File: src/rtl/zw_pkg.sv
// Package: shared widths for the zero-wait read latch.
// Assumes a 32-bit memory word and a host bus of at most 16 bits.
package zw_pkg;
    localparam int WORD_W     = 32;
    localparam int HOST_W     = 16;
    localparam int LANE_W     = 8;
    localparam int LANES      = WORD_W / LANE_W;
    localparam int LANE_SEL_W = $clog2(LANES);
    localparam int HALVES     = WORD_W / HOST_W;
    localparam int HALF_SEL_W = $clog2(HALVES);
endpackage

File: src/rtl/zw_slice_sel.sv
// Module: picks one byte or one halfword out of a 32-bit word.
// Assumes little-endian lane order: the lowest address selects the least
// significant lane. In byte mode the upper output bits are zero.
module zw_slice_sel
    import zw_pkg::*;
(
    input  logic [WORD_W-1:0]     word,
    input  logic [LANE_SEL_W-1:0] lane_sel,
    input  logic                  bus8,
    output logic [HOST_W-1:0]     data
);
    logic [LANE_W-1:0] lane [LANES];
    logic [HOST_W-1:0] half [HALVES];

    // Split the word into byte lanes.
    for (genvar g = 0; g < LANES; g++) begin : g_lane
        assign lane[g] = word[g*LANE_W +: LANE_W];
    end

    // Split the word into halfword lanes.
    for (genvar h = 0; h < HALVES; h++) begin : g_half
        assign half[h] = word[h*HOST_W +: HOST_W];
    end

    // Output mux by bus width.
    always_comb begin
        if (bus8)
            data = {{(HOST_W-LANE_W){1'b0}}, lane[lane_sel]};
        else
            data = half[lane_sel[LANE_SEL_W-1 -: HALF_SEL_W]];
    end
endmodule

File: src/rtl/zw_latch.sv
// Module: the holding latch with its word tag and the fill that is in flight.
// Assumes memory data is valid exactly one cycle after a fetch strobe.
// Decides hit or miss for zero-wait reads and bypasses data still in flight.
module zw_latch
    import zw_pkg::*;
#(
    parameter int WA_W = 10
) (
    input  logic              clk,
    input  logic              rst_n,
    input  logic              zw_en,
    input  logic              rd_req,
    input  logic [WA_W-1:0]   req_word,
    input  logic [WORD_W-1:0] mem_rdata,
    output logic              fetch,
    output logic [WORD_W-1:0] src_data
);
    logic              latch_valid;
    logic [WA_W-1:0]   latch_word;
    logic [WORD_W-1:0] latch_data;
    logic              pend_valid;
    logic [WA_W-1:0]   pend_word;
    logic              hit_pend;
    logic              hit_latch;

    // Hit detection against the latch and against the fill in flight.
    always_comb begin
        hit_pend  = pend_valid  && (pend_word  == req_word);
        hit_latch = latch_valid && (latch_word == req_word);
        fetch     = zw_en && rd_req && !hit_pend && !hit_latch;
        src_data  = hit_pend ? mem_rdata : latch_data;
    end

    // Track the fetch whose data returns next cycle.
    always_ff @(posedge clk) begin
        if (!rst_n) begin
            pend_valid <= 1'b0;
            pend_word  <= '0;
        end else begin
            pend_valid <= fetch;
            if (fetch)
                pend_word <= req_word;
        end
    end

    // Load the latch when fetched data arrives.
    always_ff @(posedge clk) begin
        if (!rst_n) begin
            latch_valid <= 1'b0;
            latch_word  <= '0;
            latch_data  <= '0;
        end else if (pend_valid) begin
            latch_valid <= 1'b1;
            latch_word  <= pend_word;
            latch_data  <= mem_rdata;
        end
    end

    AST_PEND_FROM_FETCH: assert property (@(posedge clk) disable iff (!rst_n)
        pend_valid |-> $past(fetch));
    AST_FILL_LOADS_TAG: assert property (@(posedge clk) disable iff (!rst_n)
        pend_valid |=> (latch_valid && latch_word == $past(pend_word)));
    AST_LATCH_HOLDS: assert property (@(posedge clk) disable iff (!rst_n)
        !pend_valid |=> ($stable(latch_data) && $stable(latch_word)));
endmodule

File: src/rtl/zw_wait_ctl.sv
// Module: wait-state handshake for reads when zero-wait mode is off.
// Assumes the host holds its request until ready is seen and does not
// change the mode while a read is pending.
module zw_wait_ctl (
    input  logic clk,
    input  logic rst_n,
    input  logic zw_en,
    input  logic rd_req,
    output logic start,
    output logic busy
);
    // A new wait-mode read starts only when none is pending.
    always_comb start = !zw_en && rd_req && !busy;

    // Busy marks the cycle in which memory data is valid.
    always_ff @(posedge clk) begin
        if (!rst_n) busy <= 1'b0;
        else        busy <= start;
    end

    AST_BUSY_ONE_CYCLE: assert property (@(posedge clk) disable iff (!rst_n)
        busy |=> !busy);
endmodule

File: src/rtl/zw_read_latch.sv
// Top: zero-wait read latch with a wait-state fallback.
// Assumes a registered-read memory with one cycle of latency. Zero-wait
// reads are single-cycle; wait-mode reads are held until ready.
module zw_read_latch
    import zw_pkg::*;
#(
    parameter int ADDR_W = 12
) (
    input  logic                clk,
    input  logic                rst_n,
    input  logic                zw_en,
    input  logic                bus8,
    input  logic                rd_req,
    input  logic [ADDR_W-1:0]   rd_addr,
    output logic [HOST_W-1:0]   rd_data,
    output logic                rd_ready,
    output logic                mem_rd,
    output logic [ADDR_W-3:0]   mem_addr,
    input  logic [WORD_W-1:0]   mem_rdata
);
    localparam int WA_W = ADDR_W - LANE_SEL_W;

    logic [WA_W-1:0]       req_word;
    logic [LANE_SEL_W-1:0] req_lane;
    logic                  fetch;
    logic [WORD_W-1:0]     latch_src;
    logic                  w_start;
    logic                  w_busy;
    logic [WORD_W-1:0]     slice_src;

    // Split the byte address into word and lane parts.
    always_comb begin
        req_word = rd_addr[ADDR_W-1:LANE_SEL_W];
        req_lane = rd_addr[LANE_SEL_W-1:0];
    end

    zw_latch #(.WA_W(WA_W)) u_latch (
        .clk       (clk),
        .rst_n     (rst_n),
        .zw_en     (zw_en),
        .rd_req    (rd_req),
        .req_word  (req_word),
        .mem_rdata (mem_rdata),
        .fetch     (fetch),
        .src_data  (latch_src)
    );

    zw_wait_ctl u_wait (
        .clk    (clk),
        .rst_n  (rst_n),
        .zw_en  (zw_en),
        .rd_req (rd_req),
        .start  (w_start),
        .busy   (w_busy)
    );

    // Memory strobe, ready and data source by mode.
    always_comb begin
        mem_rd    = fetch || w_start;
        mem_addr  = req_word;
        rd_ready  = zw_en ? 1'b1 : w_busy;
        slice_src = zw_en ? latch_src : mem_rdata;
    end

    zw_slice_sel u_slice (
        .word     (slice_src),
        .lane_sel (req_lane),
        .bus8     (bus8),
        .data     (rd_data)
    );

    AST_WAIT_ACK_FOLLOWS: assert property (@(posedge clk) disable iff (!rst_n)
        (!zw_en && mem_rd) |=> (zw_en || rd_ready));
    AST_WAIT_ACK_SINGLE: assert property (@(posedge clk) disable iff (!rst_n)
        (!zw_en && rd_ready) |=> (zw_en || !rd_ready));
    AST_BYTE_UPPER_ZERO: assert property (@(posedge clk) disable iff (!rst_n)
        (rd_ready && bus8) |-> (rd_data[HOST_W-1:LANE_W] == '0));
    AST_NO_BACK_TO_BACK_FETCH: assert property (@(posedge clk) disable iff (!rst_n)
        (zw_en && mem_rd && rd_req) |=> !(zw_en && rd_req && mem_rd &&
            $stable(req_word)));
endmodule

File: config.mk
export PLATFORM = sky130hd
export DESIGN_NAME = zw_read_latch
export DESIGN_NICKNAME = d
export VERILOG_FILES = /design/src/rtl/zw_pkg.sv /design/src/rtl/zw_slice_sel.sv /design/src/rtl/zw_latch.sv /design/src/rtl/zw_wait_ctl.sv /design/src/rtl/zw_read_latch.sv
export SDC_FILE = /design/constraint.sdc
export NUM_CORES = 1
export LEC_CHECK = 0
export BUFFER_PORTS_ARGS = -buffer_cell sky130_fd_sc_hd__buf_2
export CAP_MARGIN = 20
export CORE_MARGIN = 3
export CORE_UTILIZATION = 30
export DETAILED_ROUTE_END_ITERATION = 8
export PLACE_DENSITY = 0.48
export SLEW_MARGIN = 20
export SYNTH_ARGS = -nofsm -noshare
export SYNTH_HDL_FRONTEND = slang
export SYNTH_SLANG_ARGS = --single-unit
File: constraint.sdc
create_clock -name clk -period 7.79 [get_ports clk]
set_input_delay 1.9475 -clock clk [delete_from_list [all_inputs] [get_ports clk]]
set_output_delay 1.9475 -clock clk [all_outputs]
set_load 0.005 [all_outputs]
# Word-level counts from Yosys, hierarchy flattened
# Cells that the tools add are included.
# W data, S select, Z words.
[op_classes]
n_lt_le_gt_ge = 2
n_eq_ne = 2
n_mux = 10
bitwise_logic = 2
n_reduce_logical = 12
[ops]
columns = ["operator", "count"]
rows = [
  ["$mux W16", 4],
  ["$mux W32", 2],
  ["$eq A10 B10 Y1", 2],
  ["$bmux W8 S2", 1],
  ["$mux W8", 2],
  ["$logic_and A1 B1 Y1", 7],
  ["$logic_not A1 Y1", 4],
  ["$ge A3 B3 Y1 const B", 1],
  ["$not A2 Y3", 1],
  ["$ge A2 B2 Y1 const B", 1],
  ["$not A1 Y2", 1],
  ["$logic_or A1 B1 Y1", 1],
  ["$mux W1", 1],
]
[word_totals]
register_bits = 55
out_inout_bits = 28
word_cells = 34

# Depth between registers and ports, before layout
# Gate-level depths: netlist (run 1).
[logic_depth]
ltp_word = 8
mapped_depth = 8

# Modules after synthesis
# A second synthesis (run 1) with hierarchy kept.
[unflattened]
hier_cells = 327
hier_area_um2 = 3682.3
[modules_own_cells]
columns = ["module", "instances", "cells_per_inst", "area_each_um2", "seq_area_each_um2"]
rows = [
  ["zw_latch", 1, 248, 2661.3, 1081.0],
  ["zw_read_latch", 1, 48, 628.1, 0.0],
  ["zw_slice_sel", 1, 28, 352.8, 0.0],
  ["zw_wait_ctl", 1, 3, 40.0, 20.0],
]

# Worst setup path before layout (run 1)
# Ideal clock, no wire load.
[synth_path]
path_type = "input port to output port"
start = "input port rd_addr[3]"
end = "output port rd_data[6]"
arrival_ps = 3517
required_ps = 5843
setup_slack_ps = 2326
cell_stages = 6
path_cell_list = "xnor2_1 -> nand4_1 -> nor2_1 -> clkbuf_1 -> mux2_2 -> nor4_2"
[synth_between]
elab_chain_cells = 8
word_cells_on_any_way = 11
classes_between = "eq/ne: 1; mux: 9; reduce/logical: 1"
[synth_rtl]
columns = ["item", "line_no", "text"]
rows = [
  ["from (decl)", "zw_read_latch.sv:14", "input logic [ADDR_W-1:0] rd_addr,"],
  ["$eq A10 B10 Y1 *", "zw_latch.sv:28", "hit_pend = pend_valid && (pend_word == req_word);"],
  ["$logic_and A1 B1 Y1 *", "zw_latch.sv:28", ""],
  ["$mux W32 *", "zw_latch.sv:31", "src_data = hit_pend ? mem_rdata : latch_data;"],
  ["$mux W32 *", "zw_read_latch.sv:62", "slice_src = zw_en ? latch_src : mem_rdata;"],
  ["$bmux W8 S2 / $mux W16 (equally long branches)", "zw_slice_sel.sv:28, zw_slice_sel.sv:30", ""],
  ["$mux W8 (implied by the code) / $mux W16 (equally long branches) (2 in a row)", "zw_slice_sel.sv:28, zw_slice_sel.sv:30", ""],
  ["$mux W16 *", "zw_slice_sel.sv:27", "if (bus8)"],
  ["to (decl)", "zw_read_latch.sv:15", "output logic [HOST_W-1:0] rd_data,"],
]
# Every way passes the cells marked *; elsewhere a longest branch is shown, timed or not. The select of a mux whose other input is x is not followed.

# Worst setup path after layout (run 1)
[layout_path]
start = "input port rd_addr[11]"
end = "output port mem_rd"
[layout_between]
elab_chain_cells = 6
word_cells_on_any_way = 9
classes_between = "eq/ne: 2; reduce/logical: 7"
[layout_rtl]
columns = ["item", "line_no", "text"]
rows = [
  ["$eq A10 B10 Y1", "zw_latch.sv:28", ""],
  ["$logic_and A1 B1 Y1", "zw_latch.sv:28", ""],
  ["$logic_not A1 Y1", "zw_latch.sv:30", "fetch = zw_en && rd_req && !hit_pend && !hit_latch;"],
  ["$logic_and A1 B1 Y1", "zw_latch.sv:30", ""],
  ["$logic_and A1 B1 Y1 *", "zw_latch.sv:30", ""],
  ["$logic_or A1 B1 Y1 *", "zw_read_latch.sv:59", "mem_rd = fetch || w_start;"],
  ["to (decl)", "zw_read_latch.sv:17", "output logic mem_rd,"],
]
# Every way passes the cells marked *; elsewhere a longest branch is shown, timed or not.

==> metrics.txt, run 1 <==
number of synthesized register bits 55; CTS max path bufs 2; post-cts sizing count 0; Synth Flop Type dfxtp_1; CP Launch Type input port; crit path time final 6.34 ns; largest net degree at the start of global routing 66; Post-DP Area ~0.0038 sq mm; Reg-to-Reg Start u_latch.pend_word[7]$_SDFFE_PN0P_; full die area 0.0127 sq mm; Die X 113 um; Die Span Y between 100 and 150 um; worst hold slack 0.457 ns; routability cong. just under 0.8; post-synthesis sequential area ratio about 32%; Final Cycle Share roughly four fifths; vias roughly 2800; Comb power frac roughly 19%; layout cell share with drive strength beyond 1 27.1%; Req. time, crit path slightly below 6 ns; setup TNS 0 ns; synth-to-layout area growth 15.5%; Avg WL per Cell around 16 um; Mapped Nets approximately 430; Maximum Capacitance Violations 0; Final Cell Area ~0.0039 sq mm; Ports 77; internal power 514 uW; RSZ-0062 raised after global routing false; initial antenna violation count 2; power share of the clock group about two fifths; Place WS 1.42 ns; Sw Share 26.1%; WP data arrival ~4.4 ns; Reg clk slew, reported paths ~0.070 ns; FP Rows 38; Post-Syn Area per Cell roughly 9 sq um; clk sinks between 50 and 60; post-route antenna net violation count 0; Crit. End Element primary output; IO buf count 76; share of the synthesized area in the top cell type ~32%; Via density 4.97; synth unique cells 34; Pins Over Slew Limit 0; Clock Skew between 0.004 and 0.005 ns; Final #Nets about 470; Hold WC Path Type flop to flop; Hold Buf Count CTS 0; number of flops mapped to enable cells by yosys 0; Synth area leaders dfxtp_1, mux2i_1, nor2b_1; HP Start u_latch.latch_valid$_SDFFE_PN0P_; clock latency at the later pin of the worst-skew pair 0.29 ns; WHS Endpoint u_latch.latch_valid$_SDFFE_PN0P_; Worst slew margin between 30% and 40%; Initial Utilization 31.0%; final routed DRC violation total 0; CTS tree done; GRT overflow 0; status completed; overall power a little under 700 uW; root buf cell clkbuf_16; synthesized area between 0.003 and 0.004 sq mm; drt first pass iters 5; Fmax 158 MHz; cell type with the largest total area after synthesis dfxtp_1; Async SR Flop Fraction 0%; Setup violations, final 0; diode count 0; R2R Path End u_latch.pend_word[7]$_SDFFE_PN0P_; H-tree depth 2; Pleak 0.00150 uW; setup ws final ~1.4 ns; Routed WL between 9000 and 10000 um; vias in the first global route 2704; HPWL after DPL between 6000 and 7000 um; r2r setup slk roughly 5.0 ns; Cell Pwr Density approximately 180 mW/mm^2; switching power 181 uW; Synthesis Warnings 0; hold path depth 1; Mapped Cells 378; GRT Util Overall 14.5%; final hold vios 0; worst r2r path cells 5; Sequential Power Share a little over two fifths; DR iter-0 viols 108; first-pass GRT wire length 14700 um; Peak VDD IR around 130 uV; Setup CP Type input port to primary output; crit path max fanout 25; synth cell count leaders mux2i_1, dfxtp_1, nor2b_1, nor2_1, nand2_1; CORE AREA about 0.011 sq mm; total setup buffers inserted after CTS 0; count leader, synth mux2i_1; CTS buffer count 5; Slew @ Worst Pin just over 1 ns
[final cells by class]
type | count | area [sq um]
Clock buffer | 6 | 139
Clock inverter | 2 | 38.8
Fill cell | 1136 | 7050
Inverter | 1 | 3.75
Multi-Input combinational cell | 283 | 2080
Sequential cell | 55 | 1100
Tap cell | 140 | 175
Timing Repair Buffer | 78 | 395
[power by group through the flow]
stage,clock network (uW),logic [uW],registers (uW)
floorplan,0,89.1,302
global placement,0,129,303
detailed placement,0,130,304
CTS,279,131,297
global route,290,143,298
finish,269,129,297
[flip-flops by register name, indices dropped and copies added (netlist names)]
register,cells
u_latch.latch_word,10
u_wait.busy,1
u_latch.latch_valid,1
u_latch.pend_word,10
u_latch.latch_data,32
u_latch.pend_valid,1
[how the worst max path moves through the flow]
stage / from / endpoint / slack (ns)
2_1_floorplan: rd_addr[3] / rd_data[6] / 2.33
3_3_place_gp: rd_addr[5] / mem_rd / 1.51
3_5_place_dp: rd_addr[11] / mem_rd / 1.42
4_1_cts: rd_addr[11] / mem_rd / 1.43
5_1_grt: rd_addr[11] / mem_rd / 1.21
6_report: rd_addr[11] / mem_rd / 1.45
[per-layer routing]
layer  vias to the layer above  share of wire [%]  GRT usage (%)
met2                        93                 47           23.8
li1                       1402                  -              -
met5                         -               0.27              0
met3                        13                6.0           3.40
met4                         4                1.1           3.37
met1                      1294                 46           19.3
[cell usage in the layout (no fill, tap or decap), types with 3 or more instances in the layout]
cell type	count
mux2_2	21
o22ai_1	16
nor2b_1	42
nor4_1	5
o22a_1	8
nor2_1	34
nand4_1	3
a211oi_1	8
mux2i_1	60
xnor2_1	20
buf_2	76
nor4_2	3
clkbuf_16	5
nand2_1	30
dfxtp_1	54
o21a_1	9
mux2_4	3
nor3_1	8
[through the flow]
step / utilization, % / instances
final: 35.9 / 565
after global routing: 35.9 / 565
after CTS: 35.9 / 565
after detailed placement: 34.2 / 557
after global placement: 34.2 / 557
after floorplan: - / 378
[logic make-up (layout without fill, tap and decap cells)]
| kind of cell | after synthesis | in the layout | synth area share, % |
|---|---|---|---|
| multiplexers | 84 | 84 | 25.9 |
| buffers and inverters | 40 | 87 | 6.61 |
| AO/OA/AOI/OAI | 44 | 44 | 9.50 |
| flip-flops | 55 | 55 | 32.3 |
| XOR/XNOR | 20 | 20 | 5.14 |
| AND/OR/NAND/NOR | 135 | 135 | 20.6 |
[worst max-delay path: stages]
cell     delay, ns
buf_2         0.13
xnor2_1       0.15
nand4_2       0.25
o31a_1        0.88
o311a_1       0.78
a21o_1        0.14
buf_2         0.10
(Power assumes the default switching activity.)
==> run 2: changes to the inputs <==
==> constraint.sdc (replaced) <==
create_clock -name clk -period 6.4 [get_ports clk]
set_input_delay 1.6 -clock clk [delete_from_list [all_inputs] [get_ports clk]]
set_output_delay 1.6 -clock clk [all_outputs]
set_load 0.005 [all_outputs]
==> metrics.txt, run 2 (synthesized netlist as in run 1, its figures left out) <==
Setup CP Type input port to primary output; Initial Utilization 31.0% (unchanged); Worst slew margin 30.7% (-0.070 points); FP Rows 38 (unchanged); CTS buffer count 5 (unchanged); Final #Nets 474 (+0.21%); IO buf count 76 (unchanged); DR iter-0 viols 111 (+2.8%); vias 2842 (+1.3%); Cell Chain, Critical Path buf_2 -> xnor2_1 -> nand4_2 -> o31a_1 -> mux2_2 -> nor4_1 -> buf_2; vias in the first global route 2637 (-2.5%); routability cong. 0.828 (+6.5%); Hold WC Path Type flop to flop; Cell Pwr Density 211 mW/mm^2 (+19%); crit path time final approximately 5.5 ns; CTS max path bufs 2 (unchanged); largest net degree at the start of global routing 66 (unchanged); Top cell by count, worst path buf_2; layout cell share with drive strength beyond 1 26.8% (-0.24 points); top flop regs u_latch.latch_data (32), u_latch.latch_word (10), u_latch.pend_word (10); CP peak stage delay 0.72 ns (-0.16 ns); H-tree depth 2 (unchanged); Top reg by flops u_latch.latch_data; full die area 0.0127 sq mm (unchanged); max reg flops 32 (unchanged); Pins Over Slew Limit 0 (unchanged); Req. time, crit path 4.80 ns (-1.04 ns); Pleak 0.00149 uW (-0.36%); CP Launch Type input port; Critical Path Slowest Stage Cell o31a_1; RSZ-0062 raised after global routing false; WP data arrival 3.89 ns (-0.51 ns); status completed; setup TNS 0 ns (unchanged); initial antenna violation count 2 (unchanged); Fmax between 150 and 200 MHz; post-cts sizing count 0 (unchanged); total setup buffers inserted after CTS 0 (unchanged); Reg clk slew, reported paths 0.07 ns (about the same); final hold vios 0 (unchanged); Hold Buf Count CTS 0 (unchanged); Maximum Capacitance Violations 0 (unchanged); diode count 0 (unchanged); Avg WL per Cell 16.4 um (+0.73%); Ports 77 (unchanged); first-pass GRT wire length 14300 um (-2.3%); clk sinks 55 (unchanged); Die Span Y 113 um (unchanged); drt first pass iters 4 (-1); Die X 113 um (unchanged); most common cell after layout, fill and taps aside buf_2; final routed DRC violation total 0 (unchanged); CTS tree done; Core Util, Final 35.7% (-0.10 points); Post-DP Area 0.00377 sq mm (+0.20%); Final Cell Area 0.00393 sq mm (-0.29%); post-route antenna net violation count 0 (unchanged); Final Cycle Share approximately 86%; GRT overflow 0 (unchanged); Crit. End Element primary output; Setup violations, final 0 (unchanged); Peak VDD IR 123 uV (-3.2%); clock latency at the later pin of the worst-skew pair 0.29 ns (about the same); overall power 827 uW (+19%); Clock Skew 0.00546 ns (+0.00127 ns); CORE AREA 0.0110 sq mm (unchanged); Slew @ Worst Pin 1.04 ns (+0.00105 ns); commonest non-fill, non-tap cells in the layout buf_2, mux2i_1, dfxtp_1, nor2b_1, nor2_1; Routed WL 9280 um (+0.73%); synth-to-layout area growth 15.2%; Via density 5.03 (+1.3%); crit path max fanout 25 (unchanged); HPWL after DPL 6740 um (+1.8%); GRT Util Overall 14.2% (-0.22 points); root buf cell clkbuf_16
## run 2: changes by cell type in the layout (fill, tap and decap cells not counted), sizes merged
cell | before | now
buf | 78 | 79
inv | 2 | 1
## run 2: where the power goes
group / leakage [uW] / total (uW) / switching [uW] / internal, uW
Sequential: 0.000448 / 361 / 7.50 / 354
Combinational: 0.000967 / 158 / 83.4 / 75.0
Clock: 0.0000769 / 307 / 124 / 183
## run 2: metrics by stage
step	setup WS [ns]	instances	hold WS (ns)
floorplan	1.63	378	0.427
detailed placement	0.953	558	0.446
global placement	0.995	558	0.437
global route	0.763	565	0.477
CTS	0.938	565	0.464
finish	0.915	565	0.464
## run 2: cell type report
| type | count | area, sq um |
|---|---|---|
| Fill cell | 1159 | 7060 |
| Multi-Input combinational cell | 283 | 2080 |
| Sequential cell | 55 | 1100 |
| Timing Repair Buffer | 79 | 403 |
| Tap cell | 140 | 175 |
| Clock buffer | 6 | 129 |
| Clock inverter | 1 | 30.0 |
| Inverter | 1 | 3.75 |
## run 2: critical path, delay by kind of cell
family | cells | cell delay [ns]
buf+inv | 2 | 0.32
xor+xnor | 1 | 0.23
compound gates | 1 | 0.72
mux | 1 | 0.40
simple gates | 2 | 0.61
## run 2: layer usage
metal  global-route usage [%]  share of wire, %  vias up  routed length (um)
li1                         -                 -     1401                   -
met1                     19.0                45     1333                4200
met2                     23.7                47       96                4380
met3                     3.29               6.7        8                 620
met4                     2.64              0.59        4                  55
met5                        0              0.30        -                  28
## run 2: worst paths after layout
check	startpoint	end	slack, ns	depth (start not counted)
max	rd_addr[11]	rd_data[4]	0.91	7
max reg2reg	u_latch.pend_word[3]$_SDFFE_PN0P_	u_latch.pend_word[5]$_SDFFE_PN0P_	3.96	6
min reg2reg	u_latch.latch_valid$_SDFFE_PN0P_	u_latch.latch_valid$_SDFFE_PN0P_	0.46	1
min	u_latch.latch_valid$_SDFFE_PN0P_	u_latch.latch_valid$_SDFFE_PN0P_	0.46	1
==> run 3: changes to the inputs <==
--- a/config.mk
+++ b/config.mk
@@ -8,9 +8,9 @@
 export BUFFER_PORTS_ARGS = -buffer_cell sky130_fd_sc_hd__buf_2
 export CAP_MARGIN = 20
 export CORE_MARGIN = 3
-export CORE_UTILIZATION = 30
+export CORE_UTILIZATION = 34
 export DETAILED_ROUTE_END_ITERATION = 8
-export PLACE_DENSITY = 0.48
+export PLACE_DENSITY = 0.53
 export SLEW_MARGIN = 20
 export SYNTH_ARGS = -nofsm -noshare
 export SYNTH_HDL_FRONTEND = slang
==> metrics.txt, run 3 (synthesized netlist as in run 1, its figures left out) <==
status completed; IO buf count 76 (unchanged); vias in the first global route 2837 (+7.6%); vias 2800 (-1.5%); Top reg by flops u_latch.latch_data; most common cell after layout, fill and taps aside buf_2; Setup CP Type input port to primary output; commonest non-fill, non-tap cells in the layout buf_2, mux2i_1, dfxtp_1, nor2b_1, nor2_1; synth-to-layout area growth 13.5%; clock latency at the later pin of the worst-skew pair 0.32 ns (+0.03 ns); FP Rows 35 (-7.9%); H-tree depth 2 (unchanged); RSZ-0062 raised after global routing false; clk sinks 55 (unchanged); Hold Buf Count CTS 0 (unchanged); overall power 762 uW (-7.8%); WP data arrival 3.95 ns (+0.06 ns); Reg clk slew, reported paths 0.11 ns (+0.04 ns); root buf cell clkbuf_8; Peak VDD IR 82.0 uV (-33%); internal power 547 uW (-11%); Post-DP Area 0.00375 sq mm (-0.37%); Avg WL per Cell 15.9 um (-3.0%); max reg flops 32 (unchanged); Setup violations, final 0 (unchanged); Final Cycle Share 86.7% (+0.98 points); # fillers 975 (-16%); Die X 106 um (-5.7%); final routed DRC violation total 0 (unchanged); diode count 0 (unchanged); layout cell share with drive strength beyond 1 27.2% (+0.41 points); Comb power frac 20.6% (+1.4 points); Via density 5.05 (+0.30%); CORE AREA 0.00950 sq mm (-13%); largest net degree at the start of global routing 66 (unchanged); first-pass GRT wire length 14400 um (+0.77%); CTS tree done; GRT Util Overall 15.9% (+1.6 points); switching power 215 uW (about the same); setup TNS 0 ns (unchanged); Final Cell Area 0.00387 sq mm (-1.5%); Clock Skew 0.0140 ns (+0.00856 ns); full die area 0.0113 sq mm (-11%); routability cong. 0.766 (-7.4%); Sequential Power Share 47.4% (+3.7 points); Hold WC Path Type flop to flop; total setup buffers inserted after CTS 0 (unchanged); power share of the clock group 32.0% (-5.2 points); CTS max path bufs 2 (unchanged); HPWL after DPL 6300 um (-6.6%); crit path time final 5.55 ns (+0.0629 ns); top flop regs u_latch.latch_data (32), u_latch.latch_word (10), u_latch.pend_word (10); Routed WL 8840 um (-4.7%); final hold vios 0 (unchanged); drt first pass iters 4 (unchanged); worst hold slack 0.471 ns (+0.00758 ns); r2r setup slk 3.98 ns (+0.02 ns); Crit. End Element primary output; Die Span Y 106 um (-5.7%); Fmax 180 MHz (-1.1%); post-route antenna net violation count 0 (unchanged); Req. time, crit path 4.80 ns (about the same); Pleak 0.00147 uW (-1.5%); Ports 77 (unchanged); Pins Over Slew Limit 0 (unchanged); CP Launch Type input port; Initial Utilization 35.9% (+4.8 points); post-cts sizing count 0 (unchanged); crit path max fanout 25 (unchanged); initial antenna violation count 0 (-2); Maximum Capacitance Violations 0 (unchanged); CTS buffer count 5 (unchanged); Cell Pwr Density 197 mW/mm^2 (-6.5%); Slew @ Worst Pin 1.04 ns (-0.0000511 ns); GRT overflow 0 (unchanged); DR iter-0 viols 97 (-13%); Final #Nets 474 (unchanged); Sw Share 28.2% (+2.2 points); Worst slew margin 30.7% (about the same); Core Util, Final 40.7% (+5.0 points)
## run 3: path summary, 6_finish.rpt
kind	startpoint	to	cells after the start
worst max-delay path	rd_addr[9]	rd_data[1]	7
worst min register to register	u_latch.latch_valid$_SDFFE_PN0P_	u_latch.latch_valid$_SDFFE_PN0P_	1
worst min-delay path	u_latch.latch_valid$_SDFFE_PN0P_	u_latch.latch_valid$_SDFFE_PN0P_	1
worst max register to register	u_latch.pend_word[3]$_SDFFE_PN0P_	u_latch.pend_word[7]$_SDFFE_PN0P_	6
## run 3: power groups by stage
stage,sequential (uW),combinational (uW),clock (uW)
2_1_floorplan,367,108,0
3_3_place_gp,369,156,0
3_5_place_dp,369,157,0
4_1_cts,361,158,252
5_1_grt,363,173,268
6_report,361,157,244
## run 3: worst max-delay path, cell delays in order
cell     delay, ns
buf_2         0.13
xnor2_1       0.15
nand4_2       0.24
o31a_1        0.87
mux2_2        0.42
nor4_1        0.33
buf_2         0.20
## run 3: cell type report
cell class              instances  area (sq um)  share of cell area (%)
repair buffers                 79           403                    10.4
clock inverters                 3          46.3                    1.20
inverters                       1          3.75                  0.0970
multi-input cells             283          2080                    53.8
well taps                     129           161                    4.17
clock buffers                   5          68.8                    1.78
flip-flops and latches         55          1100                    28.5
## run 3: metrics by stage
| step | setup WS (ns) | std cells |
|---|---|---|
| 2_1_floorplan | 1.63 | 378 |
| 3_3_place_gp | 0.954 | 547 |
| 3_5_place_dp | 0.892 | 547 |
| 4_1_cts | 0.896 | 555 |
| 5_1_grt | 0.722 | 555 |
| 6_report | 0.852 | 555 |
## run 3: routing by layer
layer / wire length (um) / global-route usage, %
met1: 4300 / 21.4
met2: 4070 / 26.3
met3: 383 / 2.55
met4: 87 / 4.26
met5: 0 / 0
